### config.mk
export PLATFORM = sky130hd
export DESIGN_NAME = usb_cfg_bridge
export DESIGN_NICKNAME = d
export VERILOG_FILES = /design/src/rtl/usb_cfg_bridge_pkg.sv /design/src/rtl/usb_cfg_bridge_ctrl.sv /design/src/rtl/usb_cfg_bridge_datapath.sv /design/src/rtl/usb_cfg_bridge.sv
export SDC_FILE = /design/constraint.sdc
export NUM_CORES = 1
export LEC_CHECK = 0
export BUFFER_PORTS_ARGS = -buffer_cell sky130_fd_sc_hd__buf_4
export CORE_MARGIN = 2
export CORE_UTILIZATION = 30
export DETAILED_ROUTE_END_ITERATION = 8
export HOLD_SLACK_MARGIN = 0.05
export PLACE_DENSITY = 0.5
export SLEW_MARGIN = 20
export SYNTH_ARGS = -nofsm -noshare
export SYNTH_HDL_FRONTEND = slang
export SYNTH_HIERARCHICAL = 1
export SYNTH_SLANG_ARGS = --single-unit
export TNS_END_PERCENT = 20
### constraint.sdc
create_clock -name clk -period 2.7 [get_ports clk]
set_clock_uncertainty 0.1 [all_clocks]
set_input_delay 0.405 -clock clk [delete_from_list [all_inputs] [get_ports clk]]
set_output_delay 0.405 -clock clk [all_outputs]
set_load 0.005 [all_outputs]
### src/rtl/usb_cfg_bridge_pkg.sv
package usb_cfg_bridge_pkg;

  typedef enum logic [2:0] {
    ST_IDLE,
    ST_OPEN,
    ST_READ,
    ST_CLKLO,
    ST_CLKHI
  } rdState_t;

  localparam logic [1:0] MODE_DATA = 2'b00;
  localparam logic [1:0] MODE_CMD  = 2'b01;

  localparam logic [7:0] HDR_FIRST  = 8'hA5;
  localparam logic [7:0] HDR_SECOND = 8'h5A;
  localparam logic [7:0] FRAME_PAD  = 8'h00;

  typedef struct packed {
    logic       captureData;
    logic       captureCmd;
    logic       snapStatus;
    logic [1:0] frameIdx;
  } strobes_t;

  function automatic logic [7:0] frameByte(input logic [1:0] idx, input logic [7:0] status);
    case (idx)
      2'd0:    frameByte = HDR_FIRST;
      2'd1:    frameByte = HDR_SECOND;
      2'd2:    frameByte = status;
      default: frameByte = FRAME_PAD;
    endcase
  endfunction

endpackage

### src/rtl/usb_cfg_bridge_ctrl.sv
module usb_cfg_bridge_ctrl
  import usb_cfg_bridge_pkg::*;
#(
  parameter int HALF_CYCLES   = 2,
  parameter int STATUS_PERIOD = 6000000
) (
  input  logic       clk,
  input  logic       rstN,
  input  logic [1:0] modeIn,
  input  logic       rxReadyN,
  input  logic       txRoomN,
  output logic       oeN,
  output logic       rdN,
  output logic       wrN,
  output logic       cfgClk,
  output strobes_t   strb
);
  localparam int HW = (HALF_CYCLES > 1) ? $clog2(HALF_CYCLES) : 1;
  localparam int PW = (STATUS_PERIOD > 1) ? $clog2(STATUS_PERIOD) : 1;
  localparam logic [HW-1:0] HALF_LAST = HW'(HALF_CYCLES - 1);
  localparam logic [PW-1:0] PERIOD_LAST = PW'(STATUS_PERIOD - 1);

  logic [1:0] modeMeta, modeSync;
  rdState_t   state;
  logic       isCmd;
  logic [HW-1:0] halfCnt;
  logic [PW-1:0] periodCnt;
  logic       sending;
  logic [1:0] frameIdx;
  logic       modeData, modeCmd, periodHit;

  assign modeData  = (modeSync == MODE_DATA);
  assign modeCmd   = (modeSync == MODE_CMD);
  assign periodHit = (periodCnt == PERIOD_LAST);

  always_ff @(posedge clk or negedge rstN) begin
    if (!rstN) begin
      modeMeta <= '0;
      modeSync <= '0;
    end else begin
      modeMeta <= modeIn;
      modeSync <= modeMeta;
    end
  end

  always_ff @(posedge clk or negedge rstN) begin
    if (!rstN) begin
      state   <= ST_IDLE;
      isCmd   <= 1'b0;
      halfCnt <= '0;
    end else begin
      case (state)
        ST_IDLE: if (!rxReadyN && (modeData || modeCmd)) begin
          isCmd <= modeCmd;
          state <= ST_OPEN;
        end
        ST_OPEN: state <= ST_READ;
        ST_READ: begin
          if (!rxReadyN && !isCmd) begin
            state   <= ST_CLKLO;
            halfCnt <= '0;
          end else begin
            state <= ST_IDLE;
          end
        end
        ST_CLKLO: begin
          if (halfCnt == HALF_LAST) begin
            halfCnt <= '0;
            state   <= ST_CLKHI;
          end else begin
            halfCnt <= halfCnt + 1'b1;
          end
        end
        ST_CLKHI: begin
          if (halfCnt == HALF_LAST) begin
            halfCnt <= '0;
            state   <= ST_IDLE;
          end else begin
            halfCnt <= halfCnt + 1'b1;
          end
        end
        default: state <= ST_IDLE;
      endcase
    end
  end

  always_ff @(posedge clk or negedge rstN) begin
    if (!rstN) begin
      periodCnt <= '0;
      sending   <= 1'b0;
      frameIdx  <= '0;
    end else begin
      periodCnt <= periodHit ? '0 : periodCnt + 1'b1;
      if (sending && !txRoomN) begin
        if (frameIdx == 2'd3) sending <= 1'b0;
        frameIdx <= frameIdx + 1'b1;
      end
      if (periodHit && !sending) begin
        sending  <= 1'b1;
        frameIdx <= '0;
      end
    end
  end

  assign oeN    = !((state == ST_OPEN) || (state == ST_READ));
  assign rdN    = !(state == ST_READ);
  assign cfgClk = (state == ST_CLKHI);
  assign wrN    = !(sending && !txRoomN);

  always_comb begin
    strb.captureData = (state == ST_READ) && !rxReadyN && !isCmd;
    strb.captureCmd  = (state == ST_READ) && !rxReadyN && isCmd;
    strb.snapStatus  = periodHit && !sending;
    strb.frameIdx    = frameIdx;
  end


  rd_single_chk: assert property (@(posedge clk) disable iff (!rstN) !rdN |=> rdN);


  mode_hold_chk: assert property (@(posedge clk) disable iff (!rstN)
    (state != ST_IDLE && $past(state) != ST_IDLE) |-> $stable(isCmd));


  frame_hold_chk: assert property (@(posedge clk) disable iff (!rstN)
    (sending && txRoomN) |=> $stable(frameIdx));


  frame_end_chk: assert property (@(posedge clk) disable iff (!rstN)
    (!wrN && frameIdx == 2'd3) |=> !sending);

endmodule

### src/rtl/usb_cfg_bridge_datapath.sv
module usb_cfg_bridge_datapath
  import usb_cfg_bridge_pkg::*;
(
  input  logic       clk,
  input  logic       rstN,
  input  strobes_t   strb,
  input  logic [7:0] fifoDin,
  input  logic       confDoneIn,
  input  logic       initDoneIn,
  input  logic       strapOpen,
  input  logic       boardRevNew,
  output logic [7:0] cfgData,
  output logic [7:0] fifoDout,
  output logic       progN,
  output logic       tgtResetN,
  output logic       cfgDone
);
  localparam int NSYNC = 4;

  logic [NSYNC-1:0] pinsRaw, pinsMeta, pinsSync;
  logic [7:0] dataReg, statusReg;
  logic [1:0] ctrlReg;

  assign pinsRaw = {boardRevNew, strapOpen, initDoneIn, confDoneIn};

  for (genvar g = 0; g < NSYNC; g++) begin : gSync
    always_ff @(posedge clk or negedge rstN) begin
      if (!rstN) begin
        pinsMeta[g] <= 1'b0;
        pinsSync[g] <= 1'b0;
      end else begin
        pinsMeta[g] <= pinsRaw[g];
        pinsSync[g] <= pinsMeta[g];
      end
    end
  end

  always_ff @(posedge clk or negedge rstN) begin
    if (!rstN) begin
      dataReg   <= '0;
      ctrlReg   <= '0;
      statusReg <= '0;
    end else begin
      if (strb.captureData) dataReg <= fifoDin;
      if (strb.captureCmd)  ctrlReg <= fifoDin[1:0];
      if (strb.snapStatus)
        statusReg <= {2'b00, pinsSync[3], pinsSync[2], 2'b00, pinsSync[1], pinsSync[0]};
    end
  end

  assign cfgData   = dataReg;
  assign progN     = ctrlReg[0];
  assign tgtResetN = ctrlReg[1];
  assign cfgDone   = pinsSync[0] & pinsSync[1];
  assign fifoDout  = frameByte(strb.frameIdx, statusReg);


  cfg_data_hold_chk: assert property (@(posedge clk) disable iff (!rstN)
    !strb.captureData |=> $stable(cfgData));


  ctrl_hold_chk: assert property (@(posedge clk) disable iff (!rstN)
    !strb.captureCmd |=> $stable({progN, tgtResetN}));

endmodule

### src/rtl/usb_cfg_bridge.sv
module usb_cfg_bridge
  import usb_cfg_bridge_pkg::*;
#(
  parameter int HALF_CYCLES   = 2,
  parameter int STATUS_PERIOD = 6000000
) (
  input  logic       clk,
  input  logic       rstN,
  input  logic [1:0] modeIn,
  input  logic       rxReadyN,
  input  logic [7:0] fifoDin,
  output logic       oeN,
  output logic       rdN,
  input  logic       txRoomN,
  output logic       wrN,
  output logic [7:0] fifoDout,
  output logic [7:0] cfgData,
  output logic       cfgClk,
  output logic       progN,
  output logic       tgtResetN,
  input  logic       confDoneIn,
  input  logic       initDoneIn,
  input  logic       strapOpen,
  input  logic       boardRevNew,
  output logic       cfgDone
);
  strobes_t strb;

  usb_cfg_bridge_ctrl #(
    .HALF_CYCLES(HALF_CYCLES),
    .STATUS_PERIOD(STATUS_PERIOD)
  ) u_ctrl (
    .clk(clk), .rstN(rstN), .modeIn(modeIn), .rxReadyN(rxReadyN),
    .txRoomN(txRoomN), .oeN(oeN), .rdN(rdN), .wrN(wrN),
    .cfgClk(cfgClk), .strb(strb)
  );

  usb_cfg_bridge_datapath u_dp (
    .clk(clk), .rstN(rstN), .strb(strb), .fifoDin(fifoDin),
    .confDoneIn(confDoneIn), .initDoneIn(initDoneIn),
    .strapOpen(strapOpen), .boardRevNew(boardRevNew),
    .cfgData(cfgData), .fifoDout(fifoDout), .progN(progN),
    .tgtResetN(tgtResetN), .cfgDone(cfgDone)
  );

endmodule

==> out/qor.txt <==
DP Worst Slack: 495 ps
Post-synth ARST share: 100%
Placer Congestion: 0.722
Nets: 283
PnR worst setup slack: 456 ps
I/O Pins: 41
Seq cells post-synth: 57
Worst hold start: modeIn[1]
Wire per inst: 12.6 um
Synthesized area: 2540 um2
Max Slew Vio Count: 0
CP arrival: 2350 ps
Total CTS buffers: 9
Main flop type after synthesis: dfrtp_1
Worst-Skew Late Latency: 320 ps
Hold Fails Final Rpt: 0
# port buffers: 40
Clock root buffer: clkbuf_8
Post-Layout Cell Count: 372
Worst-case hold path end point: u_ctrl/modeMeta[1]
Required time worst endpoint: 2810 ps
Peak supply drop: 0.275 mV
Multi-input combinational cell area: 1020 um2
Placed Cells incl. Taps: 356
Starting Density: 30.9%
First-pass GRT wire length: 7940 um
Levels on crit path: 7
Synth Warn #: 6
Drt first pass iters: 4
Post-synth EDFFs: 0
GRT Overall Usage: 11.6%
Crit-path cells: ha_1 -> and3_2 -> nand4_1 -> or2_0 -> nor3_1 -> buf_4 -> mux2_2
Hold Slack: 84.3 ps
Cell Rows: 33
Reg-to-reg endpoint: u_dp/statusReg[4]
Post-Route Setup TNS: 0 ps
Sequential-to-total area share from yosys stat: 56.2%
Max-Cap Viols: 0
Buf/Inv on CP: 1
Layout Utilization: 38.4%
Register area: 1430 um2
Initial antenna violation count: 0
Area Growth Syn to Fin: 24.2%
Reg2Reg Depth: 7
Die area: 9210 um2
Fin crit share: 83.1%
Commonest non-fill, non-tap cell in the layout: dfrtp_1
CTS tree: built
Pleak: 1.46 nW
CP top delay family: simple AND/OR/NAND/NOR gates
Worst Setup End Kind: flop
Antenna Nets Post-Route: 0
Minimum clock period: 2240 ps
Worst setup path class: flop to flop
Die height: 96.0 um
Max_slew headroom: 53.2%
Commonest non-fill, non-tap cells in the layout: dfrtp_1 (57), buf_4 (44), nor2_1 (15)
Syn avg cell area: 11.8 um2
CTS max path bufs: 2
Worst Max-Slew Pin Slew: 702 ps
Outcome: finished clean
Syn Inst Count: 215
H-tree depth: 3
Hold Path Depth: 1
Vias in the first global route: 1668
Dpl hpwl: 3200 um
Via count: 1719
Setup crit start: u_ctrl/periodCnt[0]
Starting DRC count in detailed routing: 74
Synth Net Count: 235
Area of the core: 8220 um2
Avg Vias per Cell: 4.62
# DRC: 0
CP startpoint kind: flop
Share of cells above drive strength 1: 30.7%
Largest net degree at the start of global routing: 58
Routed Wire Length: 4690 um
R2r setup slk: 460 ps
RSZ-0062 raised after global routing: no
ANT cells: 0
CP max stage delay: 380 ps
Pwr dens: 738 nW/um2
Reg clk slew, reported paths: 60 ps
Distinct cells, synth: 42
Chip Width: 96.0 um
Clock sinks: 57
Final setup viols: 0
CP max stage cell: dfrtp_1
Setup bufs post-CTS: 0
GRT overflow: 0
Maximum clock rate: 446 MHz
RR Startpoint: u_ctrl/periodCnt[0]
Fillers: 809
Max FO, Critical Path: 7
Min-delay worst type: input pin to flop
[where the power goes]
| part | switching, mW | leakage, nW | internal [mW] |
|---|---|---|---|
| clock | 0.310 | 0.106 | 0.539 |
| sequential | 0.0884 | 0.719 | 0.967 |
| combinational | 0.142 | 0.637 | 0.279 |
| total | 0.540 | 1.46 | 1.78 |
[worst max path at each step]
stage / slack (ps) / to
5_1_grt: 300 / u_dp/statusReg[4]
6_report: 460 / u_dp/statusReg[4]
3_5_place_dp: 490 / u_dp/statusReg[4]
4_1_cts: 470 / u_dp/statusReg[4]
3_3_place_gp: 520 / u_dp/statusReg[4]
2_1_floorplan: 460 / u_dp/statusReg[1]
[final cells by class]
class                           count  share of cell area (%)
Clock buffer                       12                    4.60
Clock inverter                      3                    2.06
Inverter                            5                   0.595
Multi-Input combinational cell    145                    32.5
Sequential cell                    57                    45.3
Tap cell                          105                    4.17
Timing Repair Buffer               45                    10.8
[registers in the layout (all words and copies together) (netlist names)]
signal            cells
u_ctrl/periodCnt     23
u_dp/pinsSync         4
u_ctrl/isCmd          1
u_ctrl/modeMeta       2
u_ctrl/state          3
u_dp/cfgData          8
u_ctrl/modeSync       2
u_dp/pinsMeta         4
u_dp/statusReg        4
u_dp/ctrlReg          2
u_ctrl/frameIdx       2
u_ctrl/halfCnt        1
u_ctrl/sending        1
[through the flow]
step	instance area, um2	total power, mW
6_report	3150	2.32
5_1_grt	3150	2.46
4_1_cts	3150	2.37
3_5_place_dp	2930	1.50
3_3_place_gp	2930	1.49
2_1_floorplan	2540	1.28
[cell families (layout without fill, tap and decap cells)]
| group | after synthesis | count (layout) | synth area share, % |
|---|---|---|---|
| flops | 57 | 57 | 56.2 |
| compound gates | 27 | 27 | 6.36 |
| mux | 14 | 14 | 7.40 |
| buf+inv | 13 | 65 | 3.40 |
| xor+xnor | 17 | 17 | 5.87 |
| fa+ha+maj | 2 | 2 | 0.986 |
| simple gates | 85 | 85 | 19.8 |
[what timing repair did]
action,4_1_cts,5_1_grt
endpoints found under the setup margin,0,0
endpoints found under the hold margin,3,0
resized for setup,0,0
hold buffers,1,0
[synth_stat cells, types with 4 or more instances]
library cell / n / area share, %
buf_4: 4 / 1.2
mux2_4: 8 / 4.7
nand2b_1: 6 / 1.5
a21oi_1: 8 / 1.6
o21ai_0: 10 / 2.0
dfrtp_1: 57 / 56
mux2_2: 6 / 2.7
nand3_1: 10 / 2.0
xnor2_1: 5 / 1.7
inv_1: 5 / 0.74
nor2_1: 15 / 2.2
and3_2: 4 / 1.2
xor2_1: 12 / 4.1
nand4_1: 5 / 1.2
nor2b_1: 4 / 0.99
nand2_1: 14 / 2.1
[layer usage]
| metal | vias up | track usage, % | wire length, um |
|---|---|---|---|
| li1 | 848 | - | - |
| met4 | 0 | 5.71 | 47 |
| met5 | - | 0 | 0 |
| met3 | 4 | 3.99 | 173 |
| met2 | 29 | 17.9 | 2210 |
| met1 | 838 | 14.5 | 2250 |
(Power assumes the default switching activity.)
